===== config.mk =====
export PLATFORM = sky130hd
export DESIGN_NAME = seg_fault_guard
export DESIGN_NICKNAME = d
export VERILOG_FILES = /design/src/rtl/guard_pkg.sv /design/src/rtl/burst_track.sv /design/src/rtl/coll_part.sv /design/src/rtl/iso_track.sv /design/src/rtl/port_guard.sv /design/src/rtl/seg_fault_guard.sv
export SDC_FILE = /design/constraint.sdc
export NUM_CORES = 1
export LEC_CHECK = 0
export BUFFER_PORTS_ARGS = -buffer_cell sky130_fd_sc_hd__buf_2
export CORE_MARGIN = 10
export CORE_UTILIZATION = 42
export CTS_BUF_LIST = sky130_fd_sc_hd__clkbuf_4
export CTS_CLUSTER_SIZE = 16
export DETAILED_ROUTE_END_ITERATION = 12
export PLACE_DENSITY_LB_ADDON = 0.25
export RECOVER_POWER = 100
export SYNTH_ARGS = -nofsm -noshare
export SYNTH_HDL_FRONTEND = slang
export SYNTH_SLANG_ARGS = --single-unit

===== constraint.sdc =====
create_clock -name clk -period 2.4 [get_ports clk]
set_input_delay 0.36 -clock clk [delete_from_list [all_inputs] [get_ports clk]]
set_output_delay 0.36 -clock clk [all_outputs]
set_load 0.1 [all_outputs]

===== src/rtl/guard_pkg.sv =====
// Shared types and helpers for the repeater port fault guard.
// Assumes thresholds are given in bit times and converted to whole cycles.
package guard_pkg;

    // Per-port fault code, ordered so a larger value has higher priority
    typedef enum logic [1:0] {
        ST_OK   = 2'd0,
        ST_PART = 2'd1,
        ST_ISO  = 2'd2,
        ST_JAB  = 2'd3
    } guard_st_e;

    // Convert a bit-time threshold into symbol-clock cycles, rounding up
    function automatic int unsigned bits_to_cyc(input int unsigned bits,
                                                input int unsigned per_cyc);
        return (bits + per_cyc - 1) / per_cyc;
    endfunction

endpackage


===== src/rtl/burst_track.sv =====
// Follows one port's receive bursts: edge detection, saturating burst
// length, whether the burst began as a false carrier and whether a
// collision touched it. Assumes sop is meaningful only in a burst's first cycle.
module burst_track #(
    parameter int unsigned RUN_MAX = 16384,
    parameter int unsigned RW      = $clog2(RUN_MAX + 1)
) (
    input  logic          clk,
    input  logic          rst_n,
    input  logic          act,
    input  logic          sop,
    input  logic          col,
    output logic          act_q,
    output logic          fc_q,
    output logic          col_q,
    output logic [RW-1:0] run_q,
    output logic          start,
    output logic          fin
);
    localparam logic [RW-1:0] RUN_TOP = RW'(RUN_MAX);

    assign start = act & ~act_q;
    assign fin   = ~act & act_q;

    // Register activity, burst length and burst attributes
    always_ff @(posedge clk) begin
        if (!rst_n) begin
            act_q <= 1'b0;
            fc_q  <= 1'b0;
            col_q <= 1'b0;
            run_q <= '0;
        end else begin
            act_q <= act;
            if (!act)
                run_q <= '0;
            else if (start)
                run_q <= RW'(1);
            else if (run_q != RUN_TOP)
                run_q <= run_q + RW'(1);
            fc_q  <= act & (start ? ~sop : fc_q);
            col_q <= act & (start ? col : (col_q | col));
        end
    end
endmodule


===== src/rtl/coll_part.sv =====
// Counts collided bursts in a row on one port and partitions the port
// when the run exceeds LIM. A clean valid burst clears both count and
// partition. Assumes fin pulses for one cycle at each burst end.
module coll_part #(
    parameter int unsigned LIM = 60
) (
    input  logic clk,
    input  logic rst_n,
    input  logic fin,
    input  logic fc_q,
    input  logic col_q,
    output logic part_q
);
    localparam int unsigned   CW   = $clog2(LIM + 2);
    localparam logic [CW-1:0] CTOP = CW'(LIM + 1);
    localparam logic [CW-1:0] CLIM = CW'(LIM);

    logic [CW-1:0] cnt_q;
    logic          hit;
    logic          clean;

    assign hit   = fin & col_q;
    assign clean = fin & ~fc_q & ~col_q;

    // Saturating consecutive-collision counter and partition flag
    always_ff @(posedge clk) begin
        if (!rst_n) begin
            cnt_q  <= '0;
            part_q <= 1'b0;
        end else if (hit) begin
            if (cnt_q != CTOP)
                cnt_q <= cnt_q + CW'(1);
            if (cnt_q >= CLIM)
                part_q <= 1'b1;
        end else if (clean) begin
            cnt_q  <= '0;
            part_q <= 1'b0;
        end
    end
endmodule


===== src/rtl/iso_track.sv =====
// Isolation for one port: entered on an overlong false carrier or on
// FCN false carriers in a row; left after an arming gap of IPG_C quiet
// cycles followed by a valid burst longer than FC_C cycles, or after an
// idle run longer than IDLE_C cycles. Assumes IPG_C > 1 and FC_C < RUN_MAX.
module iso_track #(
    parameter int unsigned FC_C   = 120,
    parameter int unsigned IPG_C  = 24,
    parameter int unsigned IDLE_C = 8250,
    parameter int unsigned FCN    = 2,
    parameter int unsigned RW     = 15
) (
    input  logic          clk,
    input  logic          rst_n,
    input  logic          act,
    input  logic          idle,
    input  logic          sop,
    input  logic          start,
    input  logic          fin,
    input  logic          act_q,
    input  logic          fc_q,
    input  logic          col_q,
    input  logic [RW-1:0] run_q,
    output logic          iso_q
);
    localparam int unsigned   IW    = $clog2(IDLE_C + 1);
    localparam int unsigned   NW    = $clog2(FCN + 1);
    localparam logic [RW-1:0] FC_V  = RW'(FC_C);
    localparam logic [IW-1:0] IDL_V = IW'(IDLE_C);
    localparam logic [IW-1:0] ARM_V = IW'(IPG_C - 1);
    localparam logic [NW-1:0] NTOP  = NW'(FCN);
    localparam logic [NW-1:0] NSET  = NW'(FCN - 1);

    logic [IW-1:0] idle_q;
    logic [NW-1:0] fcn_q;
    logic          armed_q;
    logic          quiet;
    logic          set_long;
    logic          set_two;
    logic          clr_pkt;
    logic          clr_idle;

    assign quiet    = ~act & idle;
    assign set_long = act & act_q & fc_q & (run_q >= FC_V);
    assign set_two  = fin & fc_q & (fcn_q >= NSET);
    assign clr_pkt  = iso_q & armed_q & act & act_q & ~fc_q & (run_q >= FC_V);
    assign clr_idle = iso_q & quiet & (idle_q >= IDL_V);

    // Length of the current quiet run, saturating at the idle threshold
    always_ff @(posedge clk) begin
        if (!rst_n)
            idle_q <= '0;
        else if (!quiet)
            idle_q <= '0;
        else if (idle_q != IDL_V)
            idle_q <= idle_q + IW'(1);
    end

    // False carriers in a row; cleared by recovery or a clean valid burst
    always_ff @(posedge clk) begin
        if (!rst_n)
            fcn_q <= '0;
        else if (clr_pkt | clr_idle)
            fcn_q <= '0;
        else if (fin & fc_q) begin
            if (fcn_q != NTOP)
                fcn_q <= fcn_q + NW'(1);
        end else if (fin & ~col_q)
            fcn_q <= '0;
    end

    // First recovery phase: a valid gap arms the port while isolated
    always_ff @(posedge clk) begin
        if (!rst_n)
            armed_q <= 1'b0;
        else if (!iso_q)
            armed_q <= 1'b0;
        else if (quiet && (idle_q >= ARM_V))
            armed_q <= 1'b1;
        else if (fin | (start & ~sop))
            armed_q <= 1'b0;
    end

    // Isolation flag: entry takes precedence over recovery
    always_ff @(posedge clk) begin
        if (!rst_n)
            iso_q <= 1'b0;
        else if (set_long | set_two)
            iso_q <= 1'b1;
        else if (clr_pkt | clr_idle)
            iso_q <= 1'b0;
    end
endmodule


===== src/rtl/port_guard.sv =====
// One repeater port's complete guard: burst tracking, jabber shutdown,
// partition and isolation, merged into blocking flags, a false-carrier
// jam request and a prioritized fault code.
module port_guard
    import guard_pkg::*;
#(
    parameter int unsigned JAB_C  = 16384,
    parameter int unsigned FC_C   = 120,
    parameter int unsigned IPG_C  = 24,
    parameter int unsigned IDLE_C = 8250,
    parameter int unsigned LIM    = 60,
    parameter int unsigned FCN    = 2
) (
    input  logic      clk,
    input  logic      rst_n,
    input  logic      act,
    input  logic      sop,
    input  logic      col,
    input  logic      idle,
    output logic      ignore_o,
    output logic      block_o,
    output logic      jam_o,
    output guard_st_e st_o
);
    localparam int unsigned   RW    = $clog2(JAB_C + 1);
    localparam logic [RW-1:0] JAB_V = RW'(JAB_C);

    logic          act_q;
    logic          fc_q;
    logic          col_q;
    logic [RW-1:0] run_q;
    logic          start;
    logic          fin;
    logic          jab_q;
    logic          part_q;
    logic          iso_q;

    burst_track #(.RUN_MAX(JAB_C), .RW(RW)) u_bt (
        .clk(clk), .rst_n(rst_n), .act(act), .sop(sop), .col(col),
        .act_q(act_q), .fc_q(fc_q), .col_q(col_q), .run_q(run_q),
        .start(start), .fin(fin)
    );

    coll_part #(.LIM(LIM)) u_cp (
        .clk(clk), .rst_n(rst_n), .fin(fin), .fc_q(fc_q), .col_q(col_q),
        .part_q(part_q)
    );

    iso_track #(.FC_C(FC_C), .IPG_C(IPG_C), .IDLE_C(IDLE_C), .FCN(FCN), .RW(RW)) u_it (
        .clk(clk), .rst_n(rst_n), .act(act), .idle(idle), .sop(sop),
        .start(start), .fin(fin), .act_q(act_q), .fc_q(fc_q), .col_q(col_q),
        .run_q(run_q), .iso_q(iso_q)
    );

    // Jabber shutdown: set past the length limit, held until activity drops
    always_ff @(posedge clk) begin
        if (!rst_n)
            jab_q <= 1'b0;
        else
            jab_q <= act & (jab_q | (act_q & (run_q >= JAB_V)));
    end

    assign ignore_o = jab_q | iso_q | part_q;
    assign block_o  = jab_q | iso_q;
    assign jam_o    = fc_q & ~iso_q & ~jab_q;

    // Prioritized fault code for the indicator logic
    always_comb begin
        if (jab_q)
            st_o = ST_JAB;
        else if (iso_q)
            st_o = ST_ISO;
        else if (part_q)
            st_o = ST_PART;
        else
            st_o = ST_OK;
    end
endmodule


===== src/rtl/seg_fault_guard.sv =====
// Top of the repeater port fault guard: one port_guard per port and a
// shared jam request. Thresholds are given in bit times and converted
// with BIT_PER_CYC bit times per symbol clock.
module seg_fault_guard
    import guard_pkg::*;
#(
    parameter int unsigned N           = 4,
    parameter int unsigned BIT_PER_CYC = 4,
    parameter int unsigned JAB_BITS    = 65536,
    parameter int unsigned FC_BITS     = 480,
    parameter int unsigned IPG_BITS    = 96,
    parameter int unsigned IDLE_BITS   = 33000,
    parameter int unsigned COLL_LIM    = 60,
    parameter int unsigned FC_RUN      = 2
) (
    input  logic           clk,
    input  logic           rst_n,
    input  logic [N-1:0]   rx_act,
    input  logic [N-1:0]   sop_ok,
    input  logic [N-1:0]   coll_hit,
    input  logic [N-1:0]   rx_idle,
    output logic [N-1:0]   rx_ignore,
    output logic [N-1:0]   tx_block,
    output logic           jam_req,
    output logic [2*N-1:0] port_status
);
    localparam int unsigned JAB_C  = bits_to_cyc(JAB_BITS, BIT_PER_CYC);
    localparam int unsigned FC_C   = bits_to_cyc(FC_BITS, BIT_PER_CYC);
    localparam int unsigned IPG_C  = bits_to_cyc(IPG_BITS, BIT_PER_CYC);
    localparam int unsigned IDLE_C = bits_to_cyc(IDLE_BITS, BIT_PER_CYC);

    logic [N-1:0] jam_v;

    for (genvar p = 0; p < N; p++) begin : g_port
        guard_st_e st;

        port_guard #(
            .JAB_C(JAB_C), .FC_C(FC_C), .IPG_C(IPG_C), .IDLE_C(IDLE_C),
            .LIM(COLL_LIM), .FCN(FC_RUN)
        ) u_pg (
            .clk(clk), .rst_n(rst_n),
            .act(rx_act[p]), .sop(sop_ok[p]), .col(coll_hit[p]), .idle(rx_idle[p]),
            .ignore_o(rx_ignore[p]), .block_o(tx_block[p]), .jam_o(jam_v[p]),
            .st_o(st)
        );

        assign port_status[2*p +: 2] = st;
    end

    assign jam_req = |jam_v;
endmodule


# == Yosys cells after proc, flatten, opt, wreduce, memory -nomap -nowiden ==
# Index checks and enable logic that the tools add are counted.
# classes
n_addsub,16
order_cmp,24
eq_ne,28
n_mux,80
n_bitwise,161
n_reduce_logical,57
# op_table
cell,count
1-bit bitwise AND,104
6-bit 2-to-1 mux,12
"15-bit by 1-bit adder with 15-bit output, second input constant",4
"15-bit greater-or-equal comparator, second input constant",4
"15-bit by 7-bit greater-or-equal comparator with 1-bit output, second input constant",4
"15-bit != test, second input constant",4
"14-bit by 1-bit adder with 14-bit output, second input constant",4
"14-bit greater-or-equal comparator, second input constant",4
"14-bit by 5-bit greater-or-equal comparator with 1-bit output, second input constant",4
"14-bit != test, second input constant",4
1-bit 2-to-1 mux,48
2-bit AND reduction,24
2-bit 2-to-1 mux,20
2-bit nonzero test,20
1-bit inverter,29
1-bit OR,28
"6-bit by 1-bit adder with 6-bit output, second input constant",4
"6-bit greater-or-equal comparator, second input constant",4
"2-bit by 1-bit != test with 1-bit output, second input constant",12
"6-bit != test, second input constant",4
3-bit OR reduction,4
"2-bit by 1-bit adder with 2-bit output, second input constant",4
"2-bit by 1-bit greater-or-equal comparator with 1-bit output, second input constant",4
"2-bit != test, second input constant",4
3 further kinds,9
# word_totals
ff_bits,176
output_inout_bits,17

# == Logic depth before layout (Yosys ltp) ==
# Gate-level depths: netlist of run 1.
# logic_depth
depth_word,8
depth_mapped,6
ltp_nobuf,6

# == By module ==
# Synthesis of run 1 repeated with hierarchy kept, for this count alone.
# hier_totals
hier_cells,1113
hier_area_um2,9371.5
# by_module_without_submodules
mod,n_inst,cells_each,area_each_um2,seq_area_each_um2
iso_track,4,120,1018.5,360.3
burst_track,4,98,837.1,360.3
coll_part,4,49,414.1,140.1
port_guard,4,11,71.3,20.0
seg_fault_guard,1,1,7.5,0.0

# == Worst setup path after synthesis of run 1 ==
# Ideal clock, no wire load.
# synth_path
path_kind,reg-to-output
from,register g_port[0].u_pg.u_it.iso_q
to,output jam_req
t_arrival_ns,2.203
slack_ns,-0.163
stages_incl_launch_ff,3
path_buffers,0
cell_sequence,dfxtp_1 -> or2_2 -> o221ai_1
# synth_between
elab_chain_len,4
# synth_rtl
item,line_no,source
"start, declared",iso_track.sv:23,output logic iso_q
"start signal, assigned",iso_track.sv:86,iso_q <= 1'b0;
"start signal, assigned",iso_track.sv:88,iso_q <= 1'b1;
"start signal, assigned",iso_track.sv:90,iso_q <= 1'b0;
1-bit inverter,port_guard.sv:65,assign jam_o = fc_q & ~iso_q & ~jab_q;
1-bit bitwise AND (2 in series),port_guard.sv:65,
4-bit OR reduction,seg_fault_guard.sv:50,assign jam_req = |jam_v;
"end, declared",seg_fault_guard.sv:24,"output logic jam_req,"
# No other way between the ends.

# == Worst setup path in the final report of run 1 ==
# layout_path
from,register g_port[2].u_pg.u_it.iso_q
to,output jam_req
# layout_between
elab_chain_len,4
# layout_rtl
item,line_no
"start, declared",iso_track.sv:23
"start signal, assigned",iso_track.sv:86
"start signal, assigned",iso_track.sv:88
"start signal, assigned",iso_track.sv:90
1-bit inverter,port_guard.sv:65
1-bit bitwise AND (2 in series),port_guard.sv:65
4-bit OR reduction,seg_fault_guard.sv:50
# No other way between the ends.

==> impl_metrics.ini, run 1 <==
[critical_path]
arrival_ns = 1.87
cp.depth = 4
reg2reg_slack_ns = 0.24
worstSetupPathType = flop to output pin
endpoint_kind = output pin
rr_worst_depth = 4
crit_family = flip-flops
crit_slowest_cell = dfxtp_1
required_ns = 2.04
reg2reg_to = g_port[3].u_pg.u_bt.run_q[13]$_SDFFE_PP0N_
slowest_delay_ns = 0.36
r2r_start = g_port[3].u_pg.u_bt.run_q[4]$_SDFFE_PP0N_
path_cells = or2_2, a2bb2oi_1, o221ai_2, buf_4
cp_num_buf_inv = 1
startpoint_type = flop
critPathMaxFanout = 5

[route]
drtAntennaViolNets = 0
routedWlPerCell_um = 13.2
drtPass1Iterations = 5
routed_wl_um = 17800
vias_per_cell = 5.28
first_iter_violations = 373
drc = 0
vias = 7123

[timing]
finalHoldViolCount = 0
final.setup_skew_ns = 0.0284
rsz0062_at_grt = false
max-slew-margin-rel_pct = 28.0
worst_pin_slew_ns = 1.08
min_period_ns = 2.23
fin_crit_sh_pct = 93.0
slew_violations = 0
timing.fmax_ghz = 0.448
setup_tns_ns = 0
setup_viol = 0

[die]
start_util_pct = 43.1
coreArea_um2 = 20400
die_h_um = 165
row_count = 52
die_w_um = 165
io_pins = 35
dieArea_um2 = 27100

[status]
status = complete, no violations

[layout]
fin_area_um2 = 9410
nFillCells = 2061
areaGrowthSynthToFinish_pct = 6.98
layout-drive-gt1-share_pct = 7.61
nets = 1115

[yosys]
synth_edf_count = 0
synthCells = 1041
synth.most_common_cell = dfxtp_1
synth_top_area_share_pct = 40.1
async_flop_share_pct = 0
yosysSeqAreaShare_pct = 40.1
syn_avg_cell_area_um2 = 8.45
synth_cell_types = 65
yosys.area.top_type = dfxtp_1
ys_ff_latch = 176
synth_area_um2 = 8800
synthesis.nets = 1091
synthTopCellsByArea = dfxtp_1 40%, nor2_1 5.7%, xnor2_1 4.6%, ha_1 4.6%, xor2_1 3.9%
synth_common_cells = 176 x dfxtp_1, 133 x nor2_1, 62 x a21oi_1
yosysWarnings = 0
synth_ff_type = dfxtp_1

[clock_tree]
clkTransAtPathRegs_ns = 0.14
ctsRootBufferMaster = clkbuf_4
tritoncts = yes
clockBufferDepth = 2
h-tree-depth = 4
clk_latency_ns = 0.58
cts.sinks = 176
cts_buffers = 17

[placement]
gp_congestion = 0.786
port_buffers = 34
placed_area_um2 = 9160
dp_hpwl_um = 12700

[pwr]
vdd_ir_drop_max_v = 0.000417
p_leak_nw = 3.20
p_int_mw = 3.54
p_sw_mw = 1.20
p_sw_share_pct = 25.4
seqPwrFrac_pct = 62.6
clkPwrFrac_pct = 33.4
total_power_mw = 4.74
pwr-share-comb_pct = 3.9
power.density_nw_per_um2 = 504

[global_route]
grt_pass1_wl_um = 31000
grt_max_degree = 23
antenna_found_initial = 1
grt_pass1_vias = 6642
grt_overflow = 0
grt_use_total_pct = 13.5

[worst_hold_path]
whs_path_depth = 4
hold_end = g_port[2].u_pg.u_bt.fc_q$_SDFF_PN0_
min_path_type = input port to flop
worstHoldStart = sop_ok[2]

[flow_run]
cap_violations = 0
[registers in the layout, indices dropped and copies added (netlist names)]
name	count
g_port.u_pg.jab_q	4
g_port.u_pg.u_bt.act_q	4
g_port.u_pg.u_bt.col_q	4
g_port.u_pg.u_bt.fc_q	4
g_port.u_pg.u_bt.run_q	60
g_port.u_pg.u_cp.cnt_q	24
g_port.u_pg.u_cp.part_q	4
g_port.u_pg.u_it.armed_q	4
g_port.u_pg.u_it.fcn_q	8
g_port.u_pg.u_it.idle_q	56
g_port.u_pg.u_it.iso_q	4
[metrics by stage]
stage          setup slack [ns]  util, %  std cells  hold WS [ns]
2_1_floorplan             0.483        -       1041         0.446
3_3_place_gp              0.503     44.9       1312         0.464
3_5_place_dp              0.476     44.9       1312         0.469
4_1_cts                   0.117     46.3       1348        0.0574
5_1_grt                  0.0608     46.1       1350        0.0727
6_report                  0.167     46.1       1350         0.115
[per-layer routing]
layer	global-route usage [%]	vias to the layer above	share of wire, %
met5	0	-	0
met4	3.58	0	0.80
met3	3.34	9	3.5
met2	20.3	69	43
met1	19.0	3290	53
li1	-	3755	-
[cells by family after synthesis]
| group | Yosys count | share of synthesized area, % |
|---|---|---|
| AOI/OAI and AO/OA | 172 | 12.3 |
| xor gates and xnor gates | 85 | 8.46 |
| adders and majority gates | 32 | 4.55 |
| buffers and inverters | 94 | 4.54 |
| DFF | 176 | 40.1 |
| muxes | 15 | 1.75 |
| and+or+nand+nor | 467 | 28.4 |
[power by group through the flow]
stage	sequential, mW	clock [mW]	combinational [mW]
2_1_floorplan	3.02	0	0.136
3_3_place_gp	3.03	0	0.184
3_5_place_dp	3.03	0	0.184
4_1_cts	2.97	1.66	0.191
5_1_grt	2.98	1.77	0.209
6_report	2.97	1.59	0.187
[worst max-delay path by stage]
stage | from | end | slack [ns]
after detailed placement | g_port[0].u_pg.u_bt.run_q[3]$_SDFFE_PP0N_ | g_port[0].u_pg.u_bt.run_q[13]$_SDFFE_PP0N_ | 0.48
final | g_port[2].u_pg.u_it.iso_q$_SDFFE_PN0P_ | jam_req | 0.17
after floorplan | g_port[0].u_pg.u_it.iso_q$_SDFFE_PN0P_ | jam_req | 0.48
after CTS | g_port[2].u_pg.u_it.iso_q$_SDFFE_PN0P_ | jam_req | 0.12
after global placement | g_port[3].u_pg.u_bt.run_q[3]$_SDFFE_PP0N_ | g_port[3].u_pg.u_bt.run_q[13]$_SDFFE_PP0N_ | 0.50
after global routing | g_port[3].u_pg.u_bt.run_q[3]$_SDFFE_PP0N_ | g_port[3].u_pg.u_bt.run_q[13]$_SDFFE_PP0N_ | 0.06
[cells in the final DEF, fill, tap and decap left out, types with 4 or more instances in the layout]
| cell | count |
|---|---|
| a211oi_1 | 8 |
| a21o_1 | 5 |
| a21oi_1 | 62 |
| a22oi_1 | 6 |
| and2_1 | 8 |
| and3_1 | 19 |
| and4_1 | 9 |
| and4b_1 | 4 |
| buf_2 | 16 |
| clkbuf_1 | 6 |
| clkbuf_2 | 16 |
| clkbuf_4 | 19 |
| clkinvlp_4 | 6 |
| dfxtp_1 | 176 |
| dlygate4sd3_1 | 4 |
| ha_1 | 32 |
| inv_1 | 54 |
| mux2i_1 | 12 |
| nand2_1 | 60 |
| nand2b_1 | 16 |
| nand3_1 | 49 |
| nand3b_1 | 9 |
| nand4_1 | 35 |
| nor2_1 | 133 |
| nor2b_1 | 11 |
| nor3_1 | 32 |
| nor3b_1 | 6 |
| nor4_1 | 22 |
| nor4b_1 | 4 |
| nor4bb_1 | 4 |
| o2111ai_1 | 7 |
| o211ai_1 | 7 |
| o21ai_0 | 36 |
| o22ai_1 | 4 |
| o31ai_1 | 9 |
| or3_1 | 25 |
| or3b_2 | 4 |
| or4_1 | 6 |
| xnor2_1 | 46 |
| xor2_1 | 39 |
[area by class of cell]
type | instances | area, um^2 | area share (%)
inverters | 55 | 206 | 2.19
well taps | 270 | 338 | 3.59
flip-flops and latches | 176 | 3520 | 37.4
clock buffers | 19 | 143 | 1.52
repair buffers | 44 | 238 | 2.53
multi-input cells | 771 | 4840 | 51.5
diodes | 2 | 5.00 | 0.0532
clock inverters | 13 | 115 | 1.22
[worst reg2reg max path: stages (launching register included)]
cell	delay, ns
dfxtp_1	0.44
nand4_1	0.33
or4_1	0.65
or4b_1	0.51
a21oi_1	0.15
[repair_timing]
action                                  in CTS  in global routing
buffers inserted                             0                  0
endpoints found under the hold margin        4                  0
endpoints found under the setup margin       1                  0
gates resized for setup                      1                  0
hold buffers                                 4                  0
(Power assumes the default switching activity.)
==> run 2: changes to the inputs <==
--- a/config.mk
+++ b/config.mk
@@ -6,11 +6,11 @@
 export NUM_CORES = 1
 export LEC_CHECK = 0
 export BUFFER_PORTS_ARGS = -buffer_cell sky130_fd_sc_hd__buf_2
-export CORE_MARGIN = 10
-export CORE_UTILIZATION = 42
+export CORE_UTILIZATION = 64
 export CTS_BUF_LIST = sky130_fd_sc_hd__clkbuf_4
 export CTS_CLUSTER_SIZE = 16
 export DETAILED_ROUTE_END_ITERATION = 12
+export GPL_ROUTABILITY_DRIVEN = 0
 export PLACE_DENSITY_LB_ADDON = 0.25
 export RECOVER_POWER = 100
 export SYNTH_ARGS = -nofsm -noshare
==> run 2 against run 1 <==
Sequential share of layout area is 0.27 points higher; sequential power hardly changed; hold slack worse by 0.0037 ns; clock skew is 0.017 ns lower; count of clock-buffer cells in the layout is 1 lower; power is 6.5% higher; fmax is 1.0% lower; combinational power hardly changed; global-route usage is 11 points higher; critical path type unchanged; largest cell class unchanged; highest routed layer unchanged.
==> impl_metrics.ini, run 2 (synthesis gave the netlist of run 1 again) <==
[status]
status = complete, no violations

[die]
row_count = 42
io_pins = 35
coreArea_um2 = 13300
dieArea_um2 = 14200
die_w_um = 119
start_util_pct = 65.9
die_h_um = 119

[layout]
multi_input_area_um2 = 4850
largest-register = g_port.u_pg.u_bt.run_q
layout-drive-gt1-share_pct = 7.36
seq_area_um2 = 3520
final_cell_mix = 176 x dfxtp_1, 133 x nor2_1, 62 x a21oi_1
fin_area_um2 = 9350
fin_cells = 1249
reg_top3 = g_port.u_pg.u_bt.run_q: 60 flops, g_port.u_pg.u_it.idle_q: 56 flops, g_port.u_pg.u_cp.cnt_q: 24 flops
final_common_cell = dfxtp_1
diodes = 0
areaGrowthSynthToFinish_pct = 6.23
nets = 1111
nFillCells = 1119
largest_reg_flops = 60

[route]
vias = 7247
routed_wl_um = 17000
drtPass1Iterations = 4
drtAntennaViolNets = 0
first_iter_violations = 483
vias_per_cell = 5.80
routedWlPerCell_um = 13.6
drc = 0

[critical_path]
endpoint_kind = output pin
slowest_delay_ns = 0.38
arrival_ns = 1.90
critPathMaxFanout = 5
required_ns = 2.04
crit_slowest_cell = clkbuf_4
crit_family = buffers and inverters
cp_num_buf_inv = 1
worstSetupPathType = flop to output pin
path_cells = or2_2, a2bb2oi_1, o221ai_2, clkbuf_4
startpoint_type = flop

[pwr]
clkPwrFrac_pct = 37.5
vdd_ir_drop_max_v = 0.000508
p_int_mw = 3.92
total_power_mw = 5.05
p_sw_mw = 1.12
power.density_nw_per_um2 = 540
pwr-share-comb_pct = 3.6
p_leak_nw = 3.23
seqPwrFrac_pct = 58.8
p_sw_share_pct = 22.3

[global_route]
grt_overflow = 0
grt_pass1_vias = 6456
grt_max_degree = 29
grt_use_total_pct = 24.9
grt_pass1_wl_um = 29200
antenna_found_initial = 0

[timing]
slew_violations = 0
setup_viol = 0
max-slew-margin-rel_pct = 13.6
min_period_ns = 2.26
setup_tns_ns = 0
final.setup_skew_ns = 0.0118
finalHoldViolCount = 0
fin_crit_sh_pct = 94.0
rsz0062_at_grt = false
timing.fmax_ghz = 0.443
whs_ns = 0.112
worst_pin_slew_ns = 1.30

[clock_tree]
cts.sinks = 176
cts_buffers = 17
clkTransAtPathRegs_ns = 0.12
ctsRootBufferMaster = clkbuf_4
clk_latency_ns = 0.58
clockBufferDepth = 2
tritoncts = yes
h-tree-depth = 4

[worst_hold_path]
min_path_type = input port to flop

[flow_run]
cap_violations = 0

[placement]
port_buffers = 34
dp_hpwl_um = 11900
placed_area_um2 = 9020
dpl.cell_count = 1214
[run 2: cell count changes in the layout (fill, tap and decap cells not counted), sizes merged]
cell,previous run,this run
clkinv,5,6
buf,18,16
bufinv,1,5
inv,56,54
clkinvlp,6,3
diode,2,0
clkbuf,41,38
[run 2: worst paths after layout]
path | from | slack, ns | cells past startpoint | end
worst max-delay path | g_port[2].u_pg.u_it.iso_q$_SDFFE_PN0P_ | 0.14 | 4 | jam_req
worst min-delay path | sop_ok[1] | 0.11 | 4 | g_port[1].u_pg.u_bt.fc_q$_SDFF_PN0_
worst max register to register | g_port[3].u_pg.u_bt.run_q[3]$_SDFFE_PP0N_ | 0.24 | 4 | g_port[3].u_pg.u_bt.run_q[13]$_SDFFE_PP0N_
worst min register to register | g_port[3].u_pg.u_it.armed_q$_SDFFE_PN0P_ | 0.49 | 2 | g_port[3].u_pg.u_it.armed_q$_SDFFE_PN0P_
[run 2: power by group through the flow]
stage               combinational, mW  clock, mW  sequential, mW
floorplan                       0.136          0            3.02
finish                          0.184       1.90            2.97
detailed placement              0.178          0            3.03
global placement                0.175          0            3.03
global route                    0.206       2.08            2.98
CTS                             0.185       1.94            2.97
[run 2: worst min-delay path, delay by kind of cell]
family / cells / cell delay [ns]
compound gates: 1 / 0.10
simple gates: 2 / 0.08
buf+inv: 1 / 0.10
[run 2: per-layer routing]
metal,wire length (um),global-route usage [%]
met3,589,4.93
met5,0,0
met2,7680,39.7
met4,216,7.83
met1,8520,33.7
[run 2: cell type report]
| cell class | instances | area share [%] |
|---|---|---|
| clock buffers | 18 | 1.45 |
| clock inverters | 13 | 2.08 |
| inverters | 55 | 2.21 |
| multi-input cells | 771 | 51.9 |
| flip-flops and latches | 176 | 37.7 |
| well taps | 176 | 2.36 |
| repair buffers | 40 | 2.34 |
[run 2: metrics by stage]
| step | utilization (%) | worst slack [ns] |
|---|---|---|
| finish | 70.0 | 0.144 |
| global route | 70.0 | 0.0235 |
| CTS | 70.3 | 0.0209 |
| detailed placement | 67.5 | 0.465 |
| global placement | 67.5 | 0.501 |
| floorplan | - | 0.483 |
[run 2: what timing repair did]
item	CTS	global route
setup endpoints to repair	0	1
endpoints found under the hold margin	4	0
resized for setup	0	1
hold buffers	4	0
buffers inserted	0	0
==> run 3: changes to the inputs <==
--- a/config.mk
+++ b/config.mk
@@ -5,7 +5,9 @@
 export SDC_FILE = /design/constraint.sdc
 export NUM_CORES = 1
 export LEC_CHECK = 0
+export ABC_AREA = 1
 export BUFFER_PORTS_ARGS = -buffer_cell sky130_fd_sc_hd__buf_2
+export CORE_MARGIN = 2
 export CORE_UTILIZATION = 64
 export CTS_BUF_LIST = sky130_fd_sc_hd__clkbuf_4
 export CTS_CLUSTER_SIZE = 16
==> constraint.sdc (replaced) <==
create_clock -name clk -period 2.14 [get_ports clk]
set_input_delay 0.321 -clock clk [delete_from_list [all_inputs] [get_ports clk]]
set_output_delay 0.321 -clock clk [all_outputs]
set_load 0.1 [all_outputs]
==> run 3 against run 2 <==
Highest routed layer unchanged; hold slack worse by 0.071 ns; design area up 4.4%; non-clock buffer count is 7 higher.
==> impl_metrics.ini, run 3 <==
[status]
status = complete, no violations

[yosys]
synthesis.nets = 1423
ys_ff_latch = 176
yosys.area.top_type = dfxtp_1
synth_area_um2 = 9220
async_flop_share_pct = 0
synth_common_cells = 261 x nand2_1, 223 x nor2_1, 200 x inv_1
synth_top_area_share_pct = 38.2
yosysSeqAreaShare_pct = 38.2
synth_cell_types = 39
syn_avg_cell_area_um2 = 6.71
synth_edf_count = 0
synth_ff_type = dfxtp_1
yosysWarnings = 0
synthCells = 1373
synthTopCellsByArea = dfxtp_1 38%, nand2_1 11%, nor2_1 9.1%, inv_1 8.1%, a21oi_1 6.1%
synth.most_common_cell = nand2_1

[clock_tree]
cts.sinks = 176
clockBufferDepth = 2
clk_latency_ns = 0.57
cts_buffers = 17
h-tree-depth = 4
clkTransAtPathRegs_ns = 0.13
tritoncts = yes
ctsRootBufferMaster = clkbuf_4

[timing]
fin_crit_sh_pct = 95.6
min_period_ns = 2.05
rsz0062_at_grt = true
max-slew-margin-rel_pct = 48.6
finalHoldViolCount = 0
timing.fmax_ghz = 0.489
slew_violations = 0
worst_pin_slew_ns = 0.763
setup_viol = 0
final.setup_skew_ns = 0.0176

[route]
wl_met2_um = 8730
vias = 8523
first_iter_violations = 480
highest_layer = met4
drtPass1Iterations = 6
vias_per_cell = 5.30
drtAntennaViolNets = 0
routedWlPerCell_um = 11.8
route.met3.wl_um = 735
drc = 0
routed_wl_um = 18900
wl_met1_um = 9210

[global_route]
grt_pass1_wl_um = 31900
grt_pass1_vias = 7625
grt_use_total_pct = 25.4
grt_max_degree = 20
grt_overflow = 0
antenna_found_initial = 1

[critical_path]
startpoint_type = flop
critPathMaxFanout = 5
critPathLaunch = g_port[1].u_pg.u_it.iso_q$_SDFFE_PN0P_
required_ns = 1.82
r2r_start = g_port[0].u_pg.u_bt.act_q$_SDFF_PN0_
worstSetupPathType = flop to output pin
arrival_ns = 1.72
endpoint_kind = output pin

[layout]
largest-register = g_port.u_pg.u_bt.run_q
reg_top3 = g_port.u_pg.u_bt.run_q: 60 flops, g_port.u_pg.u_it.idle_q: 56 flops, g_port.u_pg.u_cp.cnt_q: 24 flops
layout-drive-gt1-share_pct = 5.39
nets = 1466
final_cell_mix = 262 x nand2_1, 229 x nor2_1, 206 x inv_1
areaGrowthSynthToFinish_pct = 5.85
fin_util_pct = 69.8
largest_reg_flops = 60
fin_cells = 1609
final_common_cell = nand2_1

[die]
die_h_um = 124
start_util_pct = 65.9
coreArea_um2 = 14000
row_count = 43
die_w_um = 124
dieArea_um2 = 15400
io_pins = 35

[pwr]
total_power_mw = 5.27
p_leak_nw = 3.92
vdd_ir_drop_max_v = 0.000426
power.density_nw_per_um2 = 540

[worst_hold_path]
worstHoldStart = sop_ok[3]
min_path_type = input port to flop

[placement]
dp_hpwl_um = 14000
port_buffers = 34
dpl.cell_count = 1568

[flow_run]
cap_violations = 0
-- run 3: metrics by stage --
stage | setup slack (ns) | hold slack (ns) | TNS [ns] | area, um^2
after floorplan | 0.122 | 0.423 | 0 | 9230
after global placement | 0.526 | 0.445 | 0 | 9510
after detailed placement | 0.476 | 0.462 | 0 | 9510
after CTS | 0.00463 | 0.000509 | 0 | 9830
after global routing | -0.0121 | 0.00852 | -0.0121 | 9760
final | 0.0944 | 0.0408 | 0 | 9760
-- run 3: cell type report --
type / count / area [um^2]
clock inverter: 10 / 71.3
timing repair buffer: 47 / 302
fill: 1240 / 4230
clock buffer: 21 / 158
tap: 180 / 225
antenna: 1 / 2.50
multi-input combinational: 965 / 4690
inverter: 209 / 785
sequential: 176 / 3530
-- run 3: cell families (layout without fill, tap and decap cells) --
logic type | count (synthesis) | after routing | synth area share, %
adders and majority gates | 32 | 32 | 4.34
DFF | 176 | 176 | 38.2
xor gates and xnor gates | 18 | 18 | 1.71
buffers and inverters | 232 | 287 | 10.1
AOI/OAI and AO/OA | 217 | 217 | 12.5
other | 0 | 1 | 0
and+or+nand+nor | 698 | 698 | 33.1
-- run 3: worst max-delay path, cell delays in order (launching register included) --
cell,delay [ns]
dfxtp_2,0.36
inv_1,0.10
nand2_1,0.09
o21ai_0,0.18
inv_1,0.11
o221ai_2,0.10
buf_12,0.21
-- run 3: report_power, final --
part	internal [mW]	total, mW	switching, mW
Combinational	0.0921	0.271	0.179
Sequential	3.31	3.34	0.0344
Clock	0.596	1.66	1.06
-- run 3: final timing paths --
check                                                    to  slack (ns)  cells after the start
setup / recovery                                    jam_req        0.09                      6
hold / removal          g_port[3].u_pg.u_bt.fc_q$_SDFF_PN0_        0.04                      3
setup reg to reg  g_port[0].u_pg.u_cp.cnt_q[0]$_SDFFE_PN0P_        0.27                      7
hold reg to reg    g_port[1].u_pg.u_it.armed_q$_SDFFE_PN0P_        0.48                      2
-- run 3: routing by layer --
layer | up-vias | track usage (%)
li1 | 4523 | -
met1 | 3815 | 32.5
met2 | 162 | 43.3
met3 | 23 | 5.72
met4 | 0 | 6.53
met5 | - | 0
-- run 3: what timing repair did --
action                                  in CTS  in global routing
gates resized for setup                      2                  6
hold endpoints to repair                     9                  0
hold buffers                                 9                  0
buffers inserted                             0                  0
endpoints found under the setup margin       1                  3
